===== config.mk =====
export PLATFORM = sky130hd
export DESIGN_NAME = video_timing_patgen
export DESIGN_NICKNAME = d
export VERILOG_FILES = /design/src/rtl/video_timing_patgen.sv
export SDC_FILE = /design/constraint.sdc
export NUM_CORES = 1
export LEC_CHECK = 0
export CAP_MARGIN = 20
export CORE_MARGIN = 10
export CORE_UTILIZATION = 30
export DETAILED_ROUTE_END_ITERATION = 6
export SLEW_MARGIN = 25
export SYNTH_ARGS = -nofsm -noshare
export SYNTH_HDL_FRONTEND = slang
export SYNTH_SLANG_ARGS = --single-unit

===== constraint.sdc =====
create_clock -name clk -period 7.3 [get_ports clk]
set_input_delay 1.46 -clock clk [delete_from_list [all_inputs] [get_ports clk]]
set_output_delay 1.46 -clock clk [all_outputs]
set_load 0.01 [all_outputs]

===== src/rtl/video_timing_patgen.sv =====
module video_timing_patgen #(
  parameter int CW = 8
) (
  input  logic          clk,
  input  logic          rst_n,
  input  logic          wr_en,
  input  logic [1:0]    wr_addr,
  input  logic [7:0]    wr_data,
  output logic          hsync,
  output logic          vsync,
  output logic          de,
  output logic [3*CW-1:0] rgb
);
  localparam int SZW = 12;
  localparam int BW  = 8;
  localparam int EXW = SZW + 2;

  logic [BW-1:0]  idx;
  logic           ctl_en, ctl_bars;
  logic [SZW-1:0] s_tw, s_th, s_aw, s_ah;
  logic [BW-1:0]  s_hsw, s_vsw, s_hbp, s_vbp;
  logic [1:0]     s_pol;

  logic [SZW-1:0] l_tw, l_th, l_aw, l_ah;
  logic [BW-1:0]  l_hsw, l_vsw, l_hbp, l_vbp;
  logic [1:0]     l_pol;

  logic [SZW-1:0] h_cnt, v_cnt;
  logic [SZW:0]   bar_acc;
  logic [2:0]     bar_idx;

  always_ff @(posedge clk) begin
    if (!rst_n) begin
      idx <= '0; ctl_en <= 1'b0; ctl_bars <= 1'b0;
      s_tw <= '0; s_th <= '0; s_aw <= '0; s_ah <= '0;
      s_hsw <= '0; s_vsw <= '0; s_hbp <= '0; s_vbp <= '0;
      s_pol <= '0;
    end else if (wr_en) begin
      case (wr_addr)
        2'd0: idx <= wr_data;
        2'd1: begin
          case (idx)
            8'h04: s_tw[7:0] <= wr_data;
            8'h05: begin s_tw[11:8] <= wr_data[3:0]; s_th[3:0] <= wr_data[7:4]; end
            8'h06: s_th[11:4] <= wr_data;
            8'h07: s_aw[7:0] <= wr_data;
            8'h08: begin s_aw[11:8] <= wr_data[3:0]; s_ah[3:0] <= wr_data[7:4]; end
            8'h09: s_ah[11:4] <= wr_data;
            8'h0A: s_hsw <= wr_data;
            8'h0B: s_vsw <= wr_data;
            8'h0C: s_hbp <= wr_data;
            8'h0D: s_vbp <= wr_data;
            8'h0E: s_pol <= wr_data[1:0];
            default: ;
          endcase
        end
        2'd2: begin ctl_en <= wr_data[0]; ctl_bars <= wr_data[2]; end
        default: ;
      endcase
    end
  end

  logic h_last, v_last;
  assign h_last = ({1'b0, h_cnt} + 13'd1) >= {1'b0, l_tw};
  assign v_last = ({1'b0, v_cnt} + 13'd1) >= {1'b0, l_th};

  logic [EXW-1:0] h_start, h_end, v_start, v_end;
  assign h_start = {6'b0, l_hsw} + {6'b0, l_hbp};
  assign h_end   = h_start + {2'b0, l_aw};
  assign v_start = {6'b0, l_vsw} + {6'b0, l_vbp};
  assign v_end   = v_start + {2'b0, l_ah};

  logic hs_on, vs_on, h_act, v_act;
  assign hs_on = h_cnt < {4'b0, l_hsw};
  assign vs_on = v_cnt < {4'b0, l_vsw};
  assign h_act = ({2'b0, h_cnt} >= h_start) && ({2'b0, h_cnt} < h_end);
  assign v_act = ({2'b0, v_cnt} >= v_start) && ({2'b0, v_cnt} < v_end);

  logic [SZW:0] bar_sum;
  assign bar_sum = bar_acc + 13'd8;

  always_ff @(posedge clk) begin
    if (!rst_n) begin
      h_cnt <= '0; v_cnt <= '0; bar_acc <= '0; bar_idx <= '0;
      l_tw <= '0; l_th <= '0; l_aw <= '0; l_ah <= '0;
      l_hsw <= '0; l_vsw <= '0; l_hbp <= '0; l_vbp <= '0; l_pol <= '0;
    end else if (!ctl_en) begin
      h_cnt <= '0; v_cnt <= '0; bar_acc <= '0; bar_idx <= '0;
      l_tw <= s_tw; l_th <= s_th; l_aw <= s_aw; l_ah <= s_ah;
      l_hsw <= s_hsw; l_vsw <= s_vsw; l_hbp <= s_hbp; l_vbp <= s_vbp; l_pol <= s_pol;
    end else begin
      if (h_last) begin
        h_cnt <= '0;
        v_cnt <= v_last ? '0 : v_cnt + 1'b1;
        if (v_last) begin
          l_tw <= s_tw; l_th <= s_th; l_aw <= s_aw; l_ah <= s_ah;
          l_hsw <= s_hsw; l_vsw <= s_vsw; l_hbp <= s_hbp; l_vbp <= s_vbp; l_pol <= s_pol;
        end
      end else begin
        h_cnt <= h_cnt + 1'b1;
      end
      if (!h_act) begin
        bar_acc <= '0;
        bar_idx <= '0;
      end else if (bar_sum >= {1'b0, l_aw}) begin
        bar_acc <= bar_sum - {1'b0, l_aw};
        bar_idx <= bar_idx + 3'd1;
      end else begin
        bar_acc <= bar_sum;
      end
    end
  end

  assign hsync = (ctl_en & hs_on) ^ l_pol[0];
  assign vsync = (ctl_en & vs_on) ^ l_pol[1];
  assign de    = ctl_en & h_act & v_act;
  assign rgb   = (de && ctl_bars) ? {{CW{~bar_idx[1]}}, {CW{~bar_idx[2]}}, {CW{~bar_idx[0]}}}
                                  : '0;
endmodule


Yosys cells after proc, flatten, opt, wreduce, memory -nomap -nowiden
Index checks and enable logic that the tools add are counted.
- register bits after elaboration: 214
- latch bits: 0
- RAM bits: 0
- memory bits (read-only): 0
- input port bits: 13
- output and inout port bits: 27
- logic and storage cells: 126
- memories kept: 0
- add/subtract/negate cells: 11
- multipliers: 0
- div/mod/pow operators: 0
- $lt $le $gt $ge: 9
- equality and inequality tests: 15
- shift operators: 0
- mux-type cells: 30
- bitwise operators: 11
- reductions and logical operators: 21
- operators with widths (cell ; number):
    2-to-1 mux 12 bit ; 13
    2-to-1 mux 8 bit ; 12
    == test 8 x 4 -> 1 bit (second input constant) ; 7
    >= comparator 13 x 12 -> 1 bit ; 3
    AND reduction 3 bit ; 12
    == test 8 x 3 -> 1 bit (second input constant) ; 4
    adder 12 x 1 -> 13 bit (second input constant) ; 2
    adder 9 x 12 -> 13 bit ; 2
    less-than comparator 12 x 13 -> 1 bit ; 2
    adder 12 x 1 -> 12 bit (second input constant) ; 2
    >= comparator 12 x 9 -> 1 bit ; 2
    less-than comparator 12 x 8 -> 1 bit ; 2
    2-to-1 mux 24 bit ; 1
    adder 8 x 8 -> 9 bit ; 2
    adder 13 x 4 -> 13 bit (second input constant) ; 1
    2-to-1 mux 13 bit ; 1
    subtractor 13 x 12 -> 13 bit ; 1
    AND reduction 2 bit ; 4
    2-to-1 mux 2 bit ; 3
    NOT 1 bit ; 5
    AND 1 bit ; 4
    != test 2 x 1 -> 1 bit (second input constant) ; 2
    adder 3 x 1 -> 3 bit (second input constant) ; 1
    logical AND 1 bit ; 3
    other kinds (5) ; 6

Longest topological paths before layout
Gate-level depths: netlist of run 1.
- depth in word-level cells: 8
- depth in mapped cells: 21
- mapped depth without buffers: 20

Worst setup path before layout of run 1
Ideal clock, no wire load.
- kind: register to output
- from: register l_vsw[0]
- to: output port rgb[10]
- arrival: 5.241 ns
- data required time: 5.840 ns
- slack: 0.599 ns
- cell stages (with the launch flop): 19
- path buffers: 1
- cells stage by stage: dfxtp_1 -> ha_1 -> fa_1 -> a21o_1 -> a21oi_1 -> o21bai_1 -> a21oi_1 -> xnor2_1 -> ha_1 -> or3_1 -> o211ai_1 -> or4b_2 -> o311a_1 -> ha_1 -> a2111oi_0 -> nand4_1 -> o221a_2 -> nor4_1 -> buf_4
- word-level cells in the longest chain between the ends: 7
- elaborated cells on any way between the ends: 8
- those cells by class: add/sub: 2; order compare: 2; mux: 1; bitwise: 1; reduce/logical: 2
- ends and longest elaborated chain (what ; line ; source):
    start: declaration ; 25 ; logic [BW-1:0] l_hsw, l_vsw, l_hbp, l_vbp;
    start signal: assignment ; 90 ; l_hsw <= s_hsw; l_vsw <= s_vsw; l_hbp <= s_hbp; l_vbp <= s_vbp; l_pol <= s_pol;
    start signal: assignment ; 97 ; l_hsw <= s_hsw; l_vsw <= s_vsw; l_hbp <= s_hbp; l_vbp <= s_vbp; l_pol <= s_pol;
    adder 8 x 8 -> 9 bit * ; 70 ; assign v_start = {6'b0, l_vsw} + {6'b0, l_vbp};
    adder 9 x 12 -> 13 bit ; 71 ; assign v_end = v_start + {2'b0, l_ah};
    less-than comparator 12 x 13 -> 1 bit ; 77 ; assign v_act = ({2'b0, v_cnt} >= v_start) && ({2'b0, v_cnt} < v_end);
    logical AND 1 bit * ; 77 ;
    AND 1 bit * ; 116 ; assign de = ctl_en & h_act & v_act;
    logical AND 1 bit * ; 117 ; assign rgb = (de && ctl_bars) ? {{CW{~bar_idx[1]}}, {CW{~bar_idx[2]}}, {CW{~bar_idx[0]}}}
    2-to-1 mux 24 bit * ; 117 ;
    end: declaration ; 12 ; output logic [3*CW-1:0] rgb
Mark *: on every way between the ends. The rest lies on a longest branch, timed or not.

Final worst setup path of run 1
- from: register l_vsw[0]
- to: output port rgb[9]
Same word-level chain as after synthesis.

==> reports/results.ini, run 1 <==
[run_status]
status = finished clean

[critical_path]
critPathRequiredTime_ns = 5.84
cp-end-kind = output port
cp-start-kind = flop
critPathKind = flop to output port
arrival_ns = 5.51
cp_max_fo = 6

[run]
maxCapViolCount = 0

[logic_synthesis]
yosysTopAreaCellShare_pct = 32.6
synth_edf_count = 0
synth_top_family_by_area = simple AND/OR/NAND/NOR gates
synth_most_common_cell = nand2_1
syn_area_mm2 = 0.0131
synth_top_cell_by_area = dfxtp_1
synth_cell_types = 78
muxShareOfSynthArea_pct = 12.7
synth_common_cells = 221 x nand2_1, 214 x dfxtp_1, 167 x mux2i_1
yosysWarningCount = 0
synth-xor-area-share_pct = 4.60
ys_top_cells_by_area = dfxtp_1 33%, mux2i_1 13%, ha_1 12%
syn_nets = 1623
synth_compound_area_share_pct = 10.7
syn_inst = 1475
synth_seq_cells = 214
ys_seq_area_share_pct = 32.6
synthSimpleGateAreaFrac_pct = 19.8
synthFlopType = dfxtp_1
synth-async-reset-ratio_pct = 0
synthAdderAreaFrac_pct = 13.1
syn_avg_cell_area_um2 = 8.91

[grt]
gr-usage-all-layers_pct = 11.4
antenna_found_initial = 0
grt.overflow.total = 0
grt_max_degree = 106
grt_pass1_wl_um = 50100
grt_pass1_vias = 9537

[finish]
syn2layout_area_growth_pct = 13.4
final_nets = 1623
multi_input_area_mm2 = 0.00810
antenna_cells = 0
fillerInstances = 4441
drive_gt1_share_pct = 6.36
seq_area_mm2 = 0.00428
fin_area_mm2 = 0.0149

[floorplanning]
fp.dieArea_mm2 = 0.0526
boundaryPins = 40
die_y_um = 229
core-area_mm2 = 0.0432
initial_core_util_pct = 30.4
die_w_um = 229
rows = 76

[route]
drt_iter0_markers = 586
wl_met3_um = 941
drt_first_pass_iters = 4
vias = 9807
wl_per_cell_um = 14.8
wl_met1_um = 15800
highest_layer = met4
wl_um = 30800
wl_met2_um = 13500
drc = 0
viasPerCell = 4.72
drtAntennaViolNets = 0

[min_path]
min_path_type = flop to flop

[clock_tree]
cts_tree = yes
h-tree-depth = 1
hold_buffers = 0
root_buffer = clkbuf_16
path_clk_slew_ns = 0.06
clock-sinks = 214
cts_inserted_buffers = 24
clock_latency_ns = 0.54
cts_buffer_depth = 3

[power_and_ir_drop]
p_per_area_mw_per_mm2 = 173
ir_drop_v = 0.000140
leakagePower_uw = 0.00594

[place]
io_buffer_count = 39
gp_congestion = 0.877
place_area_mm2 = 0.0138
dp_hpwl_um = 22100

[timing]
timing.hold.ws_ns = 0.452
tightest_slew_ns = 1.04
hold_viol_final = 0
setup_viol = 0
skew_ns = 0.0270
period_minus_slack_ns = 6.97
max-slew-margin-rel_pct = 30.1
min_period_over_period_pct = 95.5
slew_viol_final = 0
fmax_mhz = 143

[layout make-up]
cell class	count	share of cell area (%)
clock buffer	28	4.41
clock inverter	16	1.55
inverter	82	2.07
multi-input combinational	1098	54.4
sequential	214	28.8
tap	585	4.92
timing repair buffer	55	3.87
[flip-flops by register name (all words and copies together) (netlist names), 12 cells and up]
signal	cells
s_ah	12
v_cnt	12
l_ah	12
h_cnt	12
l_tw	12
l_th	12
s_aw	12
s_th	12
l_aw	12
bar_acc	13
s_tw	12
[through the flow]
stage	setup slack [ns]	util, %	TNS [ns]	power [uW]	std cells
floorplan	0.599	-	0	1240	1475
global placement	0.213	31.9	0	1270	2026
detailed placement	0.241	31.9	0	1270	2026
CTS	0.0149	34.1	0	2610	2071
global route	-0.0206	34.5	-0.0647	2670	2078
finish	0.325	34.5	0	2580	2078
[routing by layer]
layer / global-route usage [%] / up-vias
met5: 0 / -
met4: 3.33 / 0
met3: 1.38 / 32
met2: 18.1 / 147
met1: 15.8 / 4554
li1: - / 5074
[cells by family after synthesis]
| group | Yosys count |
|---|---|
| buffers and inverters | 163 |
| AO/OA/AOI/OAI | 201 |
| AND/OR/NAND/NOR | 526 |
| multiplexers | 167 |
| XOR/XNOR | 69 |
| adder cells (fa/ha/maj) | 135 |
| flip-flops | 214 |
[cell usage in the layout, fill, tap and decap left out, drive strengths merged, types with 29 or more instances in the layout]
| master | n |
|---|---|
| nand2 | 221 |
| dfxtp | 214 |
| mux2i | 167 |
| ha | 130 |
| nor2b | 100 |
| inv | 84 |
| nor2 | 61 |
| a21oi | 50 |
| xnor2 | 41 |
| nand3 | 39 |
| o21ai | 39 |
| clkbuf | 29 |
[worst max-delay path, stage by stage, from the launching register on]
cell and delay, ns:
dfxtp_1 0.32, ha_1 0.23, fa_2 0.36, a21o_1 0.18
a21oi_2 0.15, o21bai_1 0.09, a21oi_2 0.17, xnor2_1 0.12
ha_2 0.22, or3_1 0.32, o211ai_1 0.23, or4b_2 0.60
o311a_1 0.16, ha_1 0.23, a2111oi_4 0.35, nand4_1 0.18
o221a_4 0.30, nor4_4 0.27, buf_4 0.16, buf_4 0.11
clkdlybuf4s15_1 0.24
[what timing repair did]
action | in CTS | in global routing
buffers inserted | 1 | 5
endpoints found under the setup margin | 25 | 25
pin swaps | 1 | 6
cloned | 0 | 0
resized for setup | 14 | 33
[power by group]
| group | switching (uW) | internal, uW |
|---|---|---|
| combinational | 45.4 | 20.9 |
| sequential | 3.39 | 1170 |
| clock | 514 | 827 |
| total | 563 | 2020 |
[final timing paths]
check,depth (start not counted),from,slack [ns],endpoint
max,20,l_vsw[0]$_SDFFE_PN0P_,0.33,rgb[9]
min,2,s_ah[0]$_SDFFE_PN0P_,0.45,l_ah[0]$_SDFFE_PN0P_
min reg2reg,2,s_ah[0]$_SDFFE_PN0P_,0.45,l_ah[0]$_SDFFE_PN0P_
max reg2reg,20,l_hsw[1]$_SDFFE_PN0P_,2.43,bar_acc[11]$_SDFF_PN0_
Note: power is estimated with default switching activity, not from simulation.
==> run 2, diff against run 1 <==
Settings changed: PLACE_DENSITY_LB_ADDON from default to 0.05.
==> reports/results.ini, run 2 (same netlist as run 1, synthesis figures left out) <==
[grt]
grt_pass1_vias = 9372  ; was 9537
grt_max_degree = 103  ; was 106
grt_pass1_wl_um = 55500  ; was 50100 um
antenna_found_initial = 0  ; unchanged
gr-usage-all-layers_pct = 13.3  ; was 11.4%
grt.overflow.total = 0  ; unchanged

[route]
drt_first_pass_iters = 5  ; was 4
viasPerCell = 4.63  ; was 4.72
vias = 9654  ; was 9807
drc = 0  ; unchanged
wl_um = 35800  ; was 30800 um
wl_per_cell_um = 17.2  ; was 14.8 um
drtAntennaViolNets = 0  ; unchanged
drt_iter0_markers = 406  ; was 586

[clock_tree]
cts_tree = yes  ; unchanged
path_clk_slew_ns = 0.05  ; was 0.06 ns
cts_buffer_depth = 3  ; unchanged
clock_latency_ns = 0.55  ; was 0.54 ns
cts_inserted_buffers = 28  ; was 24
root_buffer = clkbuf_16  ; unchanged
hold_buffers = 0  ; unchanged
clock-sinks = 214  ; unchanged
h-tree-depth = 1  ; unchanged

[critical_path]
critPathKind = flop to output port  ; unchanged
critPathRequiredTime_ns = 5.84  ; about the same
crit_slowest_cell = or4b_2  ; unchanged
cp_common_cell = buf_4
cp-end-kind = output port  ; unchanged
path_cells = ha_1 > fa_2 > a21o_1 > a21oi_2 > o21bai_1 > a21oi_2 > xnor2_1 > ha_2 > or3_1 > o211ai_1 > or4b_2 > o311a_1 > ha_1 > a2111oi_2 > nand4_1 > o221a_4 > nor4_2 > buf_4 > buf_4 > buf_4 > dlygate4sd2_1  ; was ha_1 > fa_2 > a21o_1 > a21oi_2 > o21bai_1 > a21oi_2 > xnor2_1 > ha_2 > or3_1 > o211ai_1 > or4b_2 > o311a_1 > ha_1 > a2111oi_4 > nand4_1 > o221a_4 > nor4_4 > buf_4 > buf_4 > clkdlybuf4s15_1
cp-start-kind = flop  ; unchanged
cp_max_fo = 6  ; unchanged
cp_slowest_stage_delay_ns = 0.60  ; about the same
arrival_ns = 5.53  ; was 5.51 ns

[finish]
final_cell_mix = 221 x nand2_1, 214 x dfxtp_1, 167 x mux2i_1  ; unchanged
final_nets = 1630  ; was 1623
final_cells = 2083  ; was 2078
syn2layout_area_growth_pct = 13.0  ; was 13.4%
drive_gt1_share_pct = 7.01  ; was 6.36%
antenna_cells = 0  ; unchanged
largest_reg_flops = 13  ; unchanged
final_common_cell = nand2_1  ; unchanged
top_register = bar_acc  ; unchanged

[floorplanning]
initial_core_util_pct = 30.4  ; unchanged
boundaryPins = 40  ; unchanged
die_y_um = 229  ; unchanged
die_w_um = 229  ; unchanged
rows = 76  ; unchanged
core-area_mm2 = 0.0432  ; unchanged
fp.dieArea_mm2 = 0.0526  ; unchanged

[timing]
setup_viol = 0  ; unchanged
fmax_mhz = 143  ; about the same
tightest_slew_ns = 1.05  ; was 1.04 ns
min_period_over_period_pct = 95.7  ; was 95.5%
timing.hold.ws_ns = 0.448  ; was 0.452 ns
slew_viol_final = 0  ; unchanged
period_minus_slack_ns = 6.99  ; was 6.97 ns
skew_ns = 0.0174  ; was 0.0270 ns
hold_viol_final = 0  ; unchanged
max-slew-margin-rel_pct = 29.8  ; was 30.1%

[power_and_ir_drop]
leakagePower_uw = 0.00598  ; was 0.00594 uW
p_total_uw = 2540  ; was 2580 uW
ir_drop_v = 0.000152  ; was 0.000140 V
p_per_area_mw_per_mm2 = 171  ; was 173 mW/mm^2

[place]
placed_cells = 2030  ; was 2026
dp_hpwl_um = 25500  ; was 22100 um
io_buffer_count = 39  ; unchanged
gp_congestion = 0.768  ; was 0.877

[min_path]
min_path_type = flop to flop  ; unchanged

[run_status]
status = finished clean  ; unchanged

[run]
maxCapViolCount = 0  ; unchanged

## run 2: final cells by class
| class | instances | area (um^2) |
|---|---|---|
| repair buffers | 58 | 566 |
| clock buffers | 41 | 831 |
| inverters | 82 | 308 |
| well taps | 585 | 732 |
| flip-flops and latches | 214 | 4280 |
| clock inverters | 5 | 28.8 |
| multi-input cells | 1098 | 8100 |
| fillers | 4570 | 28300 |
## run 2: where the power goes
group | switching (uW) | total (uW) | leakage, uW | internal (uW)
sequential | 3.66 | 1170 | 0.00172 | 1170
combinational | 48.3 | 68.6 | 0.00383 | 20.3
clock | 524 | 1300 | 0.000427 | 776
## run 2: repair_timing
| action | CTS | global route |
|---|---|---|
| resized for setup | 10 | 37 |
| pin swaps | 2 | 5 |
| setup buffers | 3 | 4 |
| setup endpoints to repair | 25 | 25 |
## run 2: final timing paths
kind,start,end,slack [ns],cells past startpoint
worst max-delay path,l_vsw[0]$_SDFFE_PN0P_,rgb[14],0.31,21
worst min-delay path,s_th[3]$_SDFFE_PN0P_,l_th[3]$_SDFFE_PN0P_,0.45,2
worst max register to register,h_cnt[1]$_SDFF_PP0_,l_hsw[6]$_SDFFE_PN0P_,2.50,13
worst min register to register,s_th[3]$_SDFFE_PN0P_,l_th[3]$_SDFFE_PN0P_,0.45,2
## run 2: per-layer routing
| layer | track usage (%) | share of wire, % |
|---|---|---|
| met4 | 2.83 | 1.5 |
| met5 | 0 | 0 |
| met2 | 18.8 | 39 |
| met3 | 2.46 | 3.8 |
| met1 | 20.1 | 55 |
## run 2: through the flow
stage	setup slack [ns]	TNS, ns	area [um^2]	utilization [%]
floorplan	0.599	0	13100	-
global placement	0.464	0	13800	32.0
detailed placement	0.340	0	13800	32.0
CTS	0.00121	0	14700	34.0
global route	-0.00860	-0.00860	14800	34.4
finish	0.312	0	14800	34.4
## run 2: critical path: cells and delay by family (launching register included)
family	cells	cell delay (ns)
compound gates	8	1.56
simple gates	4	1.33
fa+ha+maj	4	1.02
buf+inv	4	0.61
flops	1	0.33
xor+xnor	1	0.11
